File: src/rtl/memctl_regbank_pkg.sv
// Package: shared types, keys, word indices and filter masks for the
// key-protected register bank. Assumes a 32-bit data path and word addressing.
package memctl_regbank_pkg;

    typedef enum logic [1:0] {
        LK_SOFT = 2'd0,
        LK_OPEN = 2'd1,
        LK_HARD = 2'd2
    } lock_state_t;

    localparam logic [31:0] KEY_OPEN = 32'hFC60_0309;
    localparam logic [31:0] KEY_HARD = 32'hDEAD_DEAD;

    localparam int WORD_KEY  = 0;
    localparam int WORD_CONF = 1;
    localparam int WORD_STAT = 'h18;
    localparam int WORD_TEST = 'h1C;
    localparam int MIN_REGS  = 'h2E;

    // Bits the configuration word keeps from the written data.
    localparam logic [31:0] CONF_KEEP   = ~32'hF00F_C04F;
    localparam logic [31:0] CONF_FORCED = 32'h3000_000C;

    localparam logic [31:0] STAT_CLR = 32'h0000_0001;
    localparam logic [31:0] STAT_SET = 32'h0000_0010;
    localparam logic [31:0] TEST_SET = 32'h0000_1000;
    localparam logic [31:0] TEST_CLR = 32'h0000_2000;

    // Read-back code of each lock state.
    function automatic logic [31:0] lock_code(lock_state_t s);
        case (s)
            LK_OPEN: return 32'h0000_0001;
            LK_HARD: return 32'h0000_0010;
            default: return 32'h0000_0000;
        endcase
    endfunction

    // Words that accept writes regardless of the lock.
    function automatic logic is_open_word(logic [11:0] w);
        case (w)
            12'h014, 12'h01B, 12'h01D, 12'h01E,
            12'h01F, 12'h022, 12'h023, 12'h02D: return 1'b1;
            default:                            return 1'b0;
        endcase
    endfunction

    // Size code for a RAM size in MiB; -1 marks an unsupported size.
    function automatic int ram_code(int mib);
        case (mib)
            256:     return 0;
            512:     return 1;
            1024:    return 2;
            2048:    return 3;
            default: return -1;
        endcase
    endfunction

endpackage

File: src/rtl/memctl_lock_fsm.sv
// Lock state machine: holds the soft/open/hard state and decodes key writes.
// Assumes key_wr is raised only for writes that the filter already allowed.
module memctl_lock_fsm
    import memctl_regbank_pkg::*;
(
    input  logic        clk,
    input  logic        rst_n,
    input  logic        key_wr,
    input  logic [31:0] key_data,
    output lock_state_t state
);

    lock_state_t next_state;

    // Decode the key value into the requested state.
    always_comb begin
        next_state = state;
        if (key_wr) begin
            if (key_data == KEY_OPEN)      next_state = LK_OPEN;
            else if (key_data == KEY_HARD) next_state = LK_HARD;
            else                           next_state = LK_SOFT;
        end
    end

    // State register; reset leaves the bank soft-locked.
    always_ff @(posedge clk) begin
        if (!rst_n) state <= LK_SOFT;
        else        state <= next_state;
    end

    AST_HARD_STICKY: assert property (@(posedge clk) disable iff (!rst_n)
        (state == LK_HARD) |=> (state == LK_HARD));

    AST_KEY_QUIET: assert property (@(posedge clk) disable iff (!rst_n)
        !key_wr |=> $stable(state));

endmodule

File: src/rtl/memctl_wr_filter.sv
// Write filter: decides whether an access may write, routes key writes to the
// lock FSM and applies the per-word forced and masked bits. Pure combinational.
// Assumes NUM_REGS does not exceed the address window.
module memctl_wr_filter
    import memctl_regbank_pkg::*;
#(
    parameter int ADDR_W   = 10,
    parameter int NUM_REGS = 64,
    parameter int IDX_W    = $clog2(NUM_REGS),
    parameter logic [1:0] SIZE_CODE = 2'd1
) (
    input  logic              sel,
    input  logic              we,
    input  logic [ADDR_W-1:0] addr,
    input  logic [31:0]       wdata,
    input  lock_state_t       state,
    output logic              key_wr,
    output logic              reg_wr,
    output logic [IDX_W-1:0]  reg_idx,
    output logic [31:0]       reg_data,
    output logic              blocked
);

    logic in_range, open_w, prot_w, is_key, allowed, wr_req;

    // Classify the address and apply the lock policy.
    always_comb begin
        wr_req   = sel && we;
        in_range = ({{(32-ADDR_W){1'b0}}, addr} < 32'(NUM_REGS));
        open_w   = in_range && is_open_word(12'(addr));
        prot_w   = in_range && !open_w;
        is_key   = (addr == '0);
        allowed  = open_w || (prot_w && ((state == LK_OPEN) ||
                   (is_key && state == LK_SOFT)));
        key_wr   = wr_req && prot_w && is_key && allowed;
        reg_wr   = wr_req && allowed && !is_key;
        blocked  = wr_req && prot_w && !allowed;
        reg_idx  = addr[IDX_W-1:0];
    end

    // Sanitise the data of the filtered words.
    always_comb begin
        reg_data = wdata;
        if (32'(reg_idx) == WORD_CONF)
            reg_data = (wdata & CONF_KEEP) | CONF_FORCED | {30'd0, SIZE_CODE};
        else if (32'(reg_idx) == WORD_STAT)
            reg_data = (wdata & ~STAT_CLR) | STAT_SET;
        else if (32'(reg_idx) == WORD_TEST)
            reg_data = (wdata & ~TEST_CLR) | TEST_SET;
    end

endmodule

File: src/rtl/memctl_reg_store.sv
// Register storage: NUM_REGS 32-bit words with one write port and one
// combinational read port. Word 0 is never written here; the lock FSM owns it.
module memctl_reg_store
    import memctl_regbank_pkg::*;
#(
    parameter int NUM_REGS = 64,
    parameter int IDX_W    = $clog2(NUM_REGS),
    parameter logic [31:0] CONF_RESET = 32'h3000_000D
) (
    input  logic             clk,
    input  logic             rst_n,
    input  logic             wr,
    input  logic [IDX_W-1:0] wr_idx,
    input  logic [31:0]      wr_data,
    input  logic [IDX_W-1:0] rd_idx,
    output logic [31:0]      rd_data
);

    logic [31:0] mem [NUM_REGS];

    // Word storage with synchronous reset values.
    always_ff @(posedge clk) begin
        if (!rst_n) begin
            for (int i = 0; i < NUM_REGS; i++)
                mem[i] <= (i == WORD_CONF) ? CONF_RESET : 32'h0;
        end else if (wr) begin
            mem[wr_idx] <= wr_data;
        end
    end

    // Read port.
    assign rd_data = mem[rd_idx];

    AST_CONF_FIXED: assert property (@(posedge clk) disable iff (!rst_n)
        1'b1 |=> (mem[WORD_CONF][31:28] == 4'h3 && mem[WORD_CONF][3:2] == 2'b11));

    AST_PHY_NEVER_BUSY: assert property (@(posedge clk) disable iff (!rst_n)
        1'b1 |=> (mem[WORD_STAT][0] == 1'b0));

    AST_TEST_NEVER_FAILS: assert property (@(posedge clk) disable iff (!rst_n)
        1'b1 |=> (mem[WORD_TEST][13] == 1'b0));

endmodule

File: src/rtl/memctl_regbank.sv
// Top: key-protected register bank for a DRAM controller. Joins the filter,
// lock FSM and storage, builds the read mux and the write_blocked pulse.
// Assumes full-word accesses only and a RAM_MIB of 256, 512, 1024 or 2048.
module memctl_regbank
    import memctl_regbank_pkg::*;
#(
    parameter int WINDOW_BYTES = 4096,
    parameter int NUM_REGS     = 64,
    parameter int RAM_MIB      = 512
) (
    input  logic                              clk,
    input  logic                              rst_n,
    input  logic                              bus_sel,
    input  logic                              bus_we,
    input  logic [$clog2(WINDOW_BYTES/4)-1:0] bus_addr,
    input  logic [31:0]                       bus_wdata,
    output logic [31:0]                       bus_rdata,
    output logic                              write_blocked
);

    localparam int ADDR_W    = $clog2(WINDOW_BYTES / 4);
    localparam int IDX_W     = $clog2(NUM_REGS);
    localparam int RAM_CODE  = ram_code(RAM_MIB);
    localparam logic [1:0] SIZE_CODE = 2'(RAM_CODE);
    localparam logic [31:0] CONF_RESET = CONF_FORCED | {30'd0, SIZE_CODE};

    if (RAM_CODE < 0) begin : g_bad_size
        $error("memctl_regbank: unsupported RAM_MIB");
    end
    if (NUM_REGS < MIN_REGS || NUM_REGS > WINDOW_BYTES / 4) begin : g_bad_depth
        $error("memctl_regbank: NUM_REGS out of range");
    end

    lock_state_t       lock_state;
    logic              key_wr, reg_wr, blocked_now;
    logic [IDX_W-1:0]  reg_idx;
    logic [31:0]       reg_data, store_rd;
    logic              rd_in_range;

    memctl_wr_filter #(
        .ADDR_W(ADDR_W), .NUM_REGS(NUM_REGS), .IDX_W(IDX_W), .SIZE_CODE(SIZE_CODE)
    ) u_filter (
        .sel(bus_sel), .we(bus_we), .addr(bus_addr), .wdata(bus_wdata),
        .state(lock_state), .key_wr(key_wr), .reg_wr(reg_wr),
        .reg_idx(reg_idx), .reg_data(reg_data), .blocked(blocked_now)
    );

    memctl_lock_fsm u_lock (
        .clk(clk), .rst_n(rst_n), .key_wr(key_wr), .key_data(bus_wdata),
        .state(lock_state)
    );

    memctl_reg_store #(
        .NUM_REGS(NUM_REGS), .IDX_W(IDX_W), .CONF_RESET(CONF_RESET)
    ) u_store (
        .clk(clk), .rst_n(rst_n), .wr(reg_wr), .wr_idx(reg_idx),
        .wr_data(reg_data), .rd_idx(bus_addr[IDX_W-1:0]), .rd_data(store_rd)
    );

    // Register the discarded-write pulse.
    always_ff @(posedge clk) begin
        if (!rst_n) write_blocked <= 1'b0;
        else        write_blocked <= blocked_now;
    end

    // Read mux: lock code at word 0, zero outside the array or when idle.
    always_comb begin
        rd_in_range = ({{(32-ADDR_W){1'b0}}, bus_addr} < 32'(NUM_REGS));
        bus_rdata   = 32'h0;
        if (bus_sel && !bus_we && rd_in_range)
            bus_rdata = (bus_addr == '0) ? lock_code(lock_state) : store_rd;
    end

    AST_SOFT_CONF_BLOCKED: assert property (@(posedge clk) disable iff (!rst_n)
        (bus_sel && bus_we && 32'(bus_addr) == WORD_CONF && lock_state == LK_SOFT)
        |=> write_blocked);

    AST_HARD_KEY_BLOCKED: assert property (@(posedge clk) disable iff (!rst_n)
        (bus_sel && bus_we && bus_addr == '0 && lock_state == LK_HARD)
        |=> write_blocked);

    AST_OOR_QUIET: assert property (@(posedge clk) disable iff (!rst_n)
        (bus_sel && bus_we && 32'(bus_addr) >= NUM_REGS) |=> !write_blocked);

    AST_OPEN_NEVER_BLOCKED: assert property (@(posedge clk) disable iff (!rst_n)
        (bus_sel && bus_we && is_open_word(12'(bus_addr))) |=> !write_blocked);

endmodule

File: config.mk
export PLATFORM = sky130hd
export DESIGN_NAME = memctl_regbank
export DESIGN_NICKNAME = d
export VERILOG_FILES = /design/src/rtl/memctl_regbank_pkg.sv /design/src/rtl/memctl_lock_fsm.sv /design/src/rtl/memctl_wr_filter.sv /design/src/rtl/memctl_reg_store.sv /design/src/rtl/memctl_regbank.sv
export SDC_FILE = /design/constraint.sdc
export NUM_CORES = 2
export LEC_CHECK = 0
export ABC_AREA = 0
export BUFFER_PORTS_ARGS = -buffer_cell sky130_fd_sc_hd__buf_2
export CAP_MARGIN = 20
export CORE_MARGIN = 2
export CORE_UTILIZATION = 60
export CTS_CLUSTER_DIAMETER = 50
export CTS_CLUSTER_SIZE = 8
export DETAILED_ROUTE_END_ITERATION = 16
export PLACE_DENSITY = 0.76
export SETUP_SLACK_MARGIN = 0.1
export SYNTH_ARGS = -nofsm -noshare
export SYNTH_HDL_FRONTEND = slang
export SYNTH_SLANG_ARGS = --single-unit
File: constraint.sdc
create_clock -name clk -period 6.8 [get_ports clk]
set_input_delay 0.68 -clock clk [delete_from_list [all_inputs] [get_ports clk]]
set_output_delay 0.68 -clock clk [all_outputs]
set_load 0.03 [all_outputs]
# Word level (Yosys, flattened, before mapping)
# Memories as Yosys holds them, arrays and structs flattened.
# Cells that the tools add are included.
op_classes:
  reduce_logical: 23
  mux: 16
  n_eq_ne: 15
  magnitude_cmp: 1
op_table:
  columns: ["operator", "count"]
  rows:
  - ["$mux 32", 4]
  - ["$eq 32x32->1 const B", 2]
  - ["$eq 10x5->1 const B", 5]
  - ["$reduce_or 32->1", 1]
  - ["$eq 10x6->1 const B", 3]
  - ["$mux 14", 2]
  - ["$logic_and 1x1->1", 13]
  - ["$eq 6x5->1 const B", 2]
  - ["$logic_not 10->1", 1]
  - ["$lt 10x7->1 const B", 1]
  - ["$pmux 5 s2", 1]
  - ["$reduce_or 8->1", 1]
  - ["$eq 6x1->1 const B", 1]
  - ["$mux 1", 6]
  - ["$mux 6", 1]
  - ["$logic_not 1->1", 4]
  - ["$mux 2", 2]
  - ["$eq 2x1->1 const B", 1]
  - ["$eq 2x2->1 const B", 1]
  - ["$logic_not 2->1", 1]
  - ["$logic_or 1x1->1", 2]
totals:
  ff_bits: 3
  mem_count: 1
  ramBits: 2048
  inputBits: 46
mem_list:
  columns: ["memory", "depth", "width", "rd", "rd_ports_with_merged_regs", "wr", "line_no", "source"]
  rows:
  - ["u_store.mem", 64, 32, 1, 0, 64, "memctl_reg_store.sv:19", "logic [31:0] mem [NUM_REGS];"]

# Logic depth before layout (Yosys ltp)
logic_depth:
  depth_word: 15
  depth_mapped: 12

# By module
# From an unflattened synthesis, not the netlist that was laid out.
unflattened:
  hier_cells: 6044
  hier_area_um2: 93813.7
by_module_without_submodules:
  columns: ["mod", "instances", "area_per_inst_um2", "cells_each"]
  rows:
  - ["memctl_reg_store", 1, 92770.2, 5907]
  - ["memctl_wr_filter", 1, 485.5, 66]
  - ["memctl_regbank", 1, 357.8, 48]
  - ["memctl_lock_fsm", 1, 200.2, 23]

# Worst setup path after synthesis
# Ideal clock, no wire load.
synth_timing:
  kind: "input port to output port"
  start: "input port bus_addr[1]"
  end: "output port bus_rdata[24]"
  t_arrival_ps: 2925
  stages: 9
  path_slack_ps: 3195
  n_path_buf: 4
  t_required_ps: 6120
  cell_sequence: "buf_4 -> buf_2 -> buf_1 -> clkbuf_1 -> mux4_2 -> mux2i_1 -> a22oi_1 -> nand2_1 -> o21ai_0"
synth_via:
  elab_chain_len: 3
  elab_cells_between_ends: 6
synth_rtl:
  columns: ["element", "line_no", "source"]
  rows:
  - ["start, declared", "memctl_regbank.sv:15", "input logic [$clog2(WINDOW_BYTES/4)-1:0] bus_addr,"]
  - ["$mem_v2 64x32, or another cell as far along", null, null]
  - ["$mux 32 / $logic_and 1x1->1 (equally long branches)", "memctl_regbank.sv:71, memctl_regbank.sv:70", null]
  - ["$mux 32 (*)", "memctl_regbank.sv:70", "if (bus_sel && !bus_we && rd_in_range)"]
  - ["end, declared", "memctl_regbank.sv:17", "output logic [31:0] bus_rdata,"]
# Mark *: on every way between the ends. The rest lies on a longest branch, timed or not.

# Worst setup path after layout
layout_timing:
  start: "input port bus_addr[0]"
  end: "output port bus_rdata[22]"
# The elaborated chain is that of the path after synthesis.

==> out/metrics.yaml <==
final.setup.tns_ps: 0
cp.required_ps: 6120
power_density_nw_per_um2: 290
post-route-period-util_pct: 76.7
synth_edf_count: 2048
root_buffer: "clkbuf_16"
port_buffers: 78
timing.hold.ws_ps: 143
drv_slew: 0
place_area_um2: 94000
grt_use_total_pct: 35.1
gp_congestion: 0.938
rsz0062_at_grt: "false"
ys_types: 55
hpwl_um: 163000
yosys-top-cells-area: "edfxtp_1 (67%), mux4_2 (13%), and2_1 (6.1%)"
run_status: "completed"
finalCriticalPeriod_ps: 5220
path_class: "input pin to output port"
drv_cap: 0
synth_most_common_cell: "edfxtp_1"
fmax_ghz: 0.192
route.detailed.drc: 0
power_mw: 29.6
dr.pass1.iters: 6
cts.clk_slew.worst_paths_ps: 50
cts.sinks: 2051
die_x_um: 394
fin_skew_ps: 66.8
final-setup-viol-count: 0
clockBufferDepth: 4
crit_arrival_ps: 4540
synth_top_flop_cell: "edfxtp_1"
grt_max_degree: 79
hold_buffers: 0
io_pins: 79
wl_met3_um: 37300
initial_utilization_pct: 60.3
wl_met2_um: 124000
worst_slew_pin_slew_ps: 1170
ir_worst_vdd_mv: 0.252
yosysSeqAreaShare_pct: 67.5
wl_met1_um: 87300
post-route-util_pct: 67.5
wl_per_cell_um: 33.5
die_area_um2: 155000
overflow: 0
synth.avg_cell_area_um2: 15.6
routed_wl_um: 270000
chipHeight_um: 394
num_vias: 54200
worstHoldPathType: "input pin to flop"
grt_pass1_wl_um: 385000
reg2reg_slack_ps: 3190
areaGrowthSynthToFinish_pct: 12.1
syn_area_um2: 91200
yosys.area.top_type: "edfxtp_1"
antenna_found_initial: 18
cts_made_buffers: 311
hold_viol: 0
clock_latency_ps: 930
critPathMaxFanout: 61
synth_top_area_share_pct: 67.4
ys_ff_latch: 2051
cts_setup_buffers: 0
fin_nets: 6024
start_kind: "input pin"
drt_iter0_drc: 8647
netlist_instances: 5860
grt_pass1_vias: 54300
power_leakage_nw: 37.8
dp_slack_ps: 1780
synth_common_cells: "edfxtp_1 (2048), nor2_1 (1143), and2_1 (893)"
setup_ws_ps: 1580
core_um2: 151000
placed_cells: 7692
cts_tree: "done"
ys_warn_count: 0
viasPerCell: 6.73
cts_resized: 0
slew_headroom_pct: 21.2
htreeDepth: 5
synthArstFlopShare_pct: 0
finalNonFillerCells: 8045
ant_nets: 0
highest_layer: "met5"
final_layout_size_suffix_gt1_share_pct: 22.0
rows: 143
fin_area_um2: 102000
endpoint_kind: "output port"
layout by cell type (no fill, tap or decap), drive strengths merged, types with 8 or more instances in the layout:
cell / netlist / layout
a21oi: 23 / 23
a22oi: 94 / 94
and2: 893 / 893
buf: 268 / 314
clkbuf: 288 / 337
conb: 2 / 49
edfxtp: 2048 / 2048
mux2i: 175 / 175
mux4: 546 / 546
nand2: 142 / 142
nand3: 90 / 90
nor2: 1145 / 1145
nor2b: 8 / 8
nor3: 51 / 51
o21ai: 19 / 19
or3: 13 / 13
worst paths after layout:
check,startpoint,end,cells past startpoint
worst max-delay path,bus_addr[0],bus_rdata[22],8
worst min register to register,u_lock.state[1]$_SDFFE_PN0P_,u_lock.state[1]$_SDFFE_PN0P_,2
worst max register to register,u_lock.state[1]$_SDFFE_PN0P_,u_store.mem[51][5]$_SDFFCE_PN0P_,7
worst min-delay path,bus_wdata[29],u_lock.state[1]$_SDFFE_PN0P_,3
area by class of cell:
cell class	instances	area, um^2
antenna	1	2.50
clock buffer	336	8090
clock inverter	13	135
fill	9735	49100
inverter	3	11.3
multi-input combinational	3296	27400
sequential	2051	61600
tap	2030	2540
timing repair buffer	315	2500
worst max-delay path: stages:
cell and delay [ps]:
buf_8 640, buf_4 360, buf_4 260, mux4_2 530, mux4_2 570, a22oi_1 600
o21ai_0 430, buf_2 300
cells by family (layout without fill, tap and decap cells):
logic type	Yosys count	count (layout)	synth area share, %
flops	2051	2051	67.5
fa+ha+maj	1	1	0.0110
other cells	2	50	0.00823
mux	723	723	15.4
compound gates	143	143	1.07
buf+inv	560	667	2.82
simple gates	2380	2380	13.2
where the power goes:
| group | total [mW] | internal (mW) | switching (mW) |
|---|---|---|---|
| Combinational | 1.87 | 0.581 | 1.29 |
| Clock | 13.4 | 8.32 | 5.08 |
| Sequential | 14.3 | 14.2 | 0.101 |
registers in the layout, summed over array words and instances, names as in the netlist:
signal	count
write_blocked	1
u_lock.state	2
u_store.mem	2048
metal layers:
layer / global-route usage, % / up-vias
li1: - / 21700
met5: 0 / -
met3: 10.0 / 775
met2: 52.7 / 4339
met1: 45.1 / 27300
met4: 23.1 / 12
Note: power is estimated with default switching activity, not from simulation.
